<file path="src/rtl/probe_pkg.sv">
// Shared geometry of the probe router: channel count, coordinate widths
// and the per-tile limit. Everything else derives from these values.
package probe_pkg;
    localparam int NUM_CH    = 4;
    localparam int ROW_W     = 3;
    localparam int COL_W     = 2;
    localparam int TILE_MAX  = 2;
    localparam int FIELD_W   = 1 + COL_W + ROW_W;
    localparam int SEL_W     = NUM_CH * FIELD_W;
    localparam int NUM_CELLS = 2 ** (ROW_W + COL_W);
endpackage

</file>
<file path="src/rtl/probe_shift.sv">
// Serial holding register. Bits enter at the top and move toward bit 0 on
// each shift strobe, so a word sent least significant bit first lands in
// place. Assumes the strobe is synchronous to clk.
module probe_shift #(
    parameter int W = probe_pkg::SEL_W
) (
    input  logic         clk,
    input  logic         rst_n,
    input  logic         shift_i,
    input  logic         tdi_i,
    output logic [W-1:0] sr_o
);
    logic [W-1:0] sr_q;

    // Shift one serial bit in per strobe.
    always_ff @(posedge clk) begin
        if (!rst_n)       sr_q <= '0;
        else if (shift_i) sr_q <= {tdi_i, sr_q[W-1:1]};
    end

    assign sr_o = sr_q;

    a_r2_shift_hold: assert property (@(posedge clk) disable iff (!rst_n)
        !shift_i |=> $stable(sr_q));
    a_r2_shift_entry: assert property (@(posedge clk) disable iff (!rst_n)
        shift_i |=> sr_q[W-1] == $past(tdi_i));
endmodule

</file>
<file path="src/rtl/probe_tile_check.sv">
// Checks a candidate selection against the per-tile limit. Purely
// combinational; only enabled channels are counted.
module probe_tile_check
    import probe_pkg::*;
#(
    parameter int NCH  = NUM_CH,
    parameter int RW   = ROW_W,
    parameter int CW   = COL_W,
    parameter int LIM  = TILE_MAX,
    localparam int FW  = 1 + CW + RW,
    localparam int SW  = NCH * FW
) (
    input  logic [SW-1:0] sel_i,
    output logic          ok_o
);
    // Count the enabled channels per row and flag any row above the limit.
    always_comb begin
        ok_o = 1'b1;
        for (int r = 0; r < 2 ** RW; r++) begin
            int cnt;
            cnt = 0;
            for (int c = 0; c < NCH; c++) begin
                if (sel_i[c*FW] && (sel_i[c*FW+1+CW +: RW] == RW'(r)))
                    cnt++;
            end
            if (cnt > LIM) ok_o = 1'b0;
        end
    end
endmodule

</file>
<file path="src/rtl/probe_mux.sv">
// One probe channel: picks a cell by row and column and gates it with the
// channel enable and the lock. No registers lie in the path, so the probe
// follows the cell in the same cycle.
module probe_mux
    import probe_pkg::*;
#(
    parameter int RW  = ROW_W,
    parameter int CW  = COL_W,
    localparam int FW = 1 + CW + RW,
    localparam int NC = 2 ** (RW + CW)
) (
    input  logic [NC-1:0] cells_i,
    input  logic [FW-1:0] field_i,
    input  logic          lock_i,
    output logic          probe_o
);
    logic [RW+CW-1:0] idx;

    // Cell index is the row followed by the column.
    assign idx     = {field_i[1+CW +: RW], field_i[1 +: CW]};
    assign probe_o = !lock_i && field_i[0] && cells_i[idx];
endmodule

</file>
<file path="src/rtl/probe_router.sv">
// Top of the probe router. Holds the committed selection and the refusal
// flag, and instantiates the serial register, the tile-limit check and one
// output mux per channel. Assumes the strobes are synchronous to clk; an
// update in the same cycle as a shift commits the word shifted so far.
module probe_router
    import probe_pkg::*;
(
    input  logic                 clk,
    input  logic                 rst_n,
    input  logic                 lock_i,
    input  logic                 shift_i,
    input  logic                 tdi_i,
    input  logic                 update_i,
    input  logic [NUM_CELLS-1:0] cells_i,
    output logic [NUM_CH-1:0]    probe_o,
    output logic                 tdo_o
);
    logic [SEL_W-1:0] sr;
    logic [SEL_W-1:0] sel_q;
    logic             tile_ok;
    logic             accept;
    logic             status_q;

    probe_shift #(.W(SEL_W)) u_shift (
        .clk     (clk),
        .rst_n   (rst_n),
        .shift_i (shift_i),
        .tdi_i   (tdi_i),
        .sr_o    (sr)
    );

    probe_tile_check #(.NCH(NUM_CH), .RW(ROW_W), .CW(COL_W), .LIM(TILE_MAX)) u_check (
        .sel_i (sr),
        .ok_o  (tile_ok)
    );

    assign accept = update_i && !lock_i && tile_ok;

    // Commit the holding register when an update is accepted.
    always_ff @(posedge clk) begin
        if (!rst_n)      sel_q <= '0;
        else if (accept) sel_q <= sr;
    end

    // Track whether the latest update was refused.
    always_ff @(posedge clk) begin
        if (!rst_n)        status_q <= 1'b0;
        else if (update_i) status_q <= !accept;
    end

    assign tdo_o = status_q;

    for (genvar c = 0; c < NUM_CH; c++) begin : g_ch
        probe_mux #(.RW(ROW_W), .CW(COL_W)) u_mux (
            .cells_i (cells_i),
            .field_i (sel_q[c*FIELD_W +: FIELD_W]),
            .lock_i  (lock_i),
            .probe_o (probe_o[c])
        );

        a_r5_disabled_low: assert property (@(posedge clk) disable iff (!rst_n)
            !sel_q[c*FIELD_W] |-> !probe_o[c]);
    end

    a_r3_commit_copy: assert property (@(posedge clk) disable iff (!rst_n)
        (update_i && !lock_i && tile_ok) |=> sel_q == $past(sr));
    a_r3_no_update_hold: assert property (@(posedge clk) disable iff (!rst_n)
        !update_i |=> $stable(sel_q));
    a_r7_refuse_hold: assert property (@(posedge clk) disable iff (!rst_n)
        (update_i && !tile_ok) |=> $stable(sel_q));
    a_r8_lock_hold: assert property (@(posedge clk) disable iff (!rst_n)
        (update_i && lock_i) |=> $stable(sel_q));
    a_r8_lock_low: assert property (@(posedge clk) disable iff (!rst_n)
        lock_i |-> probe_o == '0);
    a_r9_flag_set: assert property (@(posedge clk) disable iff (!rst_n)
        (update_i && (lock_i || !tile_ok)) |=> tdo_o);
    a_r9_flag_clear: assert property (@(posedge clk) disable iff (!rst_n)
        (update_i && !lock_i && tile_ok) |=> !tdo_o);
    a_r9_flag_stable: assert property (@(posedge clk) disable iff (!rst_n)
        !update_i |=> $stable(tdo_o));
endmodule

</file>
<file path="config.mk">
export PLATFORM = sky130hd
export DESIGN_NAME = probe_router
export DESIGN_NICKNAME = d
export VERILOG_FILES = /design/src/rtl/probe_pkg.sv /design/src/rtl/probe_shift.sv /design/src/rtl/probe_tile_check.sv /design/src/rtl/probe_mux.sv /design/src/rtl/probe_router.sv
export SDC_FILE = /design/constraint.sdc
export NUM_CORES = 1
export LEC_CHECK = 0
export BUFFER_PORTS_ARGS = -buffer_cell sky130_fd_sc_hd__buf_4
export CAP_MARGIN = 30
export CORE_MARGIN = 1
export CORE_UTILIZATION = 60
export DETAILED_ROUTE_END_ITERATION = 16
export GPL_TIMING_DRIVEN = 1
export PLACE_DENSITY = 0.81
export SLEW_MARGIN = 40
export SYNTH_ARGS = -nofsm -noshare
export SYNTH_HDL_FRONTEND = slang
export SYNTH_SLANG_ARGS = --single-unit
export TNS_END_PERCENT = 30
</file>
<file path="constraint.sdc">
create_clock -name clk -period 9.5 [get_ports clk]
set_clock_uncertainty 0.1 [all_clocks]
set_input_delay 2.85 -clock clk [delete_from_list [all_inputs] [get_ports clk]]
set_output_delay 2.85 -clock clk [all_outputs]
set_load 0.02 [all_outputs]
</file>
---- Word-level counts from Yosys, hierarchy flattened ----
Cells that the tools add are included.
storage, ports and cells
  flip-flop bits (word level) ............. 49
  bits of input ports ..................... 38
  word-level logic and storage cells ...... 163
  output and inout bits ................... 5
operators by class
  $add $sub $neg .......................... 24
  reduce and logical (&&, ||, !) cells .... 48
  magnitude comparators ................... 12
  equality and inequality tests ........... 28
  multiplexer cells ....................... 48
operators by type and width
  cell                     number
  $mux W32                 24
  $add A32 B2 Y32 const B  16
  $gt A32 B3 Y1 const B    8
  $eq A3 B3 Y1 const B     16
  $logic_and A1 B1 Y1      42
  $eq A3 B2 Y1 const B     8
  $lt A5 B6 Y1 const B     4
  $bmux W1 S5              4
  $mux W1                  20
  $add A1 B1 Y2 const B    8
  $eq A3 B1 Y1 const B     4
  $logic_not A3 Y1         4
  $logic_not A1 Y1         2

---- Depth between registers and ports, before layout ----
  depth after elaboration ................. 20
  depth in mapped cells ................... 14

---- Hierarchy ----
From an unflattened synthesis, not the netlist that was laid out.
unflattened totals
  cells, all modules ...................... 434
  area total of the unflattened synthesis .. 4279.1 µm²
by module, submodules not included
  module            area an instance (µm²)  seq. area each (µm²)  times used  cells each
  probe_tile_check  1174.9                  0.0                   1           161
  probe_mux         290.3                   0.0                   4           22
  probe_router      1013.5                  500.5                 1           108
  probe_shift       929.6                   480.5                 1           77

---- Worst setup path after synthesis ----
OpenSTA, ideal clock, no wires.
  kind .................................... input to output
  from .................................... in cells_i[31]
  to ...................................... out probe_o[0]
  slack ................................... 2.469 ns
  buffers on the path ..................... 1
  arrival time ............................ 4.081 ns
  stages .................................. 5
  path through ............................ mux4_2 -> mux4_2 -> mux2i_1 -> nor3b_1 -> buf_4
between the ends
  longest elaborated chain between the ends .. 3
RTL lines
  what                           line                text
  start: declaration             probe_router.sv:14  input logic [NUM_CELLS-1:0] cells_i,
  $bmux W1 S5                    probe_mux.sv:21     assign probe_o = !lock_i && field_i[0] && cells_i[idx];
  $mux W1 (implied by the code)  probe_mux.sv:21
  $logic_and A1 B1 Y1            probe_mux.sv:21
  end: declaration               probe_router.sv:15  output logic [NUM_CH-1:0] probe_o,
Every way passes these cells. The select of a mux whose other input is x is not followed.

---- Worst setup path after layout ----
  from .................................... in cells_i[27]
  to ...................................... out probe_o[2]
Same word-level chain as after synthesis.

==> impl_metrics.py <==
metrics = {
    "finish": {
        "regArea_um2": 981,
        "layout_commonest_cell": "nand2_1",
        "fin_nets": 487,
        "fill_cells": 523,
        "layout-drive-gt1-share_pct": 25.5,
        "final_cell_mix": "71 x nand2_1, 52 x mux2i_1, 49 x dfxtp_1, 42 x buf_4, 40 x mux4_2",
        "antenna_cells": 0,
        "multiInputGateArea_um2": 2950,
        "area_growth_pct": 8.06,
    },
    "cts": {
        "cts_tree": "done",
        "ctsHtreeMaxLevel": 2,
        "clockBufferDepth": 2,
        "clkTransAtPathRegs_ps": 80,
        "cts_hold_buf": 0,
        "root_buffer": "clkbuf_8",
        "post_cts_buffers": 0,
        "cts_sinks": 49,
        "clkLatencyLatePin_ps": 300,
        "ctsResizeCount": 0,
        "cts_made_buffers": 5,
    },
    "detailed_routing": {
        "drt_iter0_drc": 237,
        "drc": 0,
        "vias": 3144,
        "drt-total-wl_mm": 8.98,
        "viasPerCell": 6.00,
        "ant_nets": 0,
        "first_pass_iters": 5,
        "routedWlPerCell_um": 17.1,
    },
    "logic_synthesis": {
        "ys_warn_count": 0,
        "synth-main-ff-cell": "dfxtp_1",
        "synth-seq-area-share_pct": 23.3,
        "synth_cell_types": 56,
        "synthDominantCellAreaShare_pct": 23.3,
        "yosys-top-cells-area": "dfxtp_1 23%, mux4_2 21%, mux2i_1 12%",
        "postSynthAreaPerCell_um2": 10.1,
        "synth_cells": 418,
        "synth_nets": 477,
        "async_flop_share_pct": 0,
        "synth_edf_count": 0,
        "ys_ff_latch": 49,
        "synth_area_leader_cell": "dfxtp_1",
        "syn-cell-area_um2": 4210,
    },
    "timing": {
        "tns_ps": 0,
        "relSlewSlack_pct": 56.3,
        "finalCritPeriodShare_pct": 77.4,
        "finalHoldViolations": 0,
        "rsz0062_at_grt": "no",
        "slew_violations": 0,
        "tightest_slew_ps": 655,
        "fin_hold_ws_ps": 364,
        "setup_violations": 0,
        "max_freq_ghz": 0.136,
        "period_needed_ps": 7360,
    },
    "placed_design": {
        "gp_congestion": 0.894,
        "hpwl_mm": 6.75,
        "port_buffers": 42,
    },
    "setup_path": {
        "cp.required_ps": 6550,
        "cp-start-kind": "input port",
        "r2r_slack_ps": 5970,
        "path_max_fanout": 4,
        "critical_path.endpoint": "probe_o[2]",
        "r2r-end": "sel_q[3]",
        "r2r-start": "u_shift.sr_o[11]",
        "cp-end-kind": "primary output",
        "rr_worst_depth": 11,
        "cp-startpoint": "cells_i[27]",
        "critPathKind": "input port to primary output",
        "critPathArrivalTime_ps": 4410,
    },
    "global_routing": {
        "grt_pass1_vias": 2995,
        "use_met1_pct": 36.4,
        "grt_max_degree": 74,
        "busiest_layer": "met2",
        "antenna_found_initial": 0,
        "met2_usage_pct": 43.3,
        "grt_pass1_wl_mm": 14.8,
        "grt_overflow": 0,
        "grt_use_total_pct": 25.7,
        "use_met3_pct": 3.18,
    },
    "floorplan": {
        "core-area_um2": 6790,
        "start_util_pct": 61.9,
        "die_w_um": 85.7,
        "pin_count": 43,
        "die_h_um": 85.7,
        "rows": 30,
        "dieArea_um2": 7350,
    },
    "hold_path": {
        "hold_class": "register to register",
    },
    "job": {
        "cap_viol_max_count": 0,
    },
    "power": {
        "peakVddDrop_v": 0.0000654,
        "p_per_area_nw_per_um2": 88.1,
        "leakagePower_nw": 1.84,
    },
    "run_status": {
        "outcome": "complete, no violations",
    },
}
-- registers in the layout, indices dropped and copies added, names as in the netlist --
register,flops
u_shift.sr_o,24
sel_q,24
tdo_o,1
-- synthesized netlist by cell type (all sizes together) (2+ instances only) --
library cell	number
nand2	71
mux2i	52
dfxtp	49
mux4	40
nor2b	33
clkbuf	22
ha	21
inv	18
buf	17
nor2	8
o21ai	8
nand3	6
nor3b	6
xnor2	6
and4b	4
nand4	4
nand4bb	4
o211ai	4
a211o	3
a21oi	3
mux2	3
nand4b	3
nor3	3
or2	3
or4b	3
and4	2
nor4	2
o21a	2
o22ai	2
or3	2
-- report_power, final --
part	internal [W]	total (W)	switching [W]
Clock	0.0000765	0.000142	0.0000652
Combinational	0.0000290	0.0000503	0.0000214
Sequential	0.000206	0.000208	0.00000186
Total	0.000312	0.000400	0.0000885
-- layer usage --
metal | vias up | wire (um)
met3 | 7 | 413
li1 | 1530 | -
met4 | 0 | 38
met2 | 86 | 4560
met1 | 1521 | 3970
met5 | - | 0
-- worst min-delay path by stage --
| stage | startpoint | endpoint | cells past startpoint |
|---|---|---|---|
| 2_1_floorplan | sel_q[12] | sel_q[12] | 2 |
| 5_1_grt | sel_q[0] | sel_q[0] | 2 |
| 3_3_place_gp | sel_q[18] | sel_q[18] | 2 |
| 3_5_place_dp | sel_q[18] | sel_q[18] | 2 |
| 4_1_cts | sel_q[18] | sel_q[18] | 2 |
| 6_report | sel_q[18] | sel_q[18] | 2 |
-- cell families (layout without fill, tap and decap cells) --
logic type      after synthesis  after routing  share of synthesized area (%)
mux                          95             95                           34.6
simple gates                159            159                           22.6
compound gates               29             29                           5.33
flops                        49             49                           23.3
buf+inv                      58             68                           6.49
fa+ha+maj                    21             21                           6.25
xor+xnor                      7              7                           1.46
-- worst max-delay path, stage by stage --
cell and delay (ps):
buf_4 120, mux4_2 480, mux4_2 480, mux2i_1 230, nor3b_1 90, buf_4 160
-- stage by stage --
stage / utilization (%) / cells / setup slack, ps / instance area [um^2] / power (W)
floorplan: - / 418 / 2470 / 4210 / 0.000242
global placement: 65.4 / 517 / 2210 / 4440 / 0.000261
detailed placement: 65.4 / 517 / 2190 / 4440 / 0.000263
CTS: 66.9 / 524 / 2180 / 4540 / 0.000403
global route: 66.9 / 524 / 2090 / 4540 / 0.000415
finish: 66.9 / 524 / 2140 / 4540 / 0.000400
-- cell type report --
type / count / share of cell area, %
Clock buffer: 5 / 1.51
Inverter: 19 / 1.60
Sequential cell: 49 / 21.6
Clock inverter: 2 / 0.771
Multi-Input combinational cell: 311 / 65.0
Tap cell: 96 / 2.64
Timing Repair Buffer: 42 / 6.94
(Power assumes the default switching activity.)
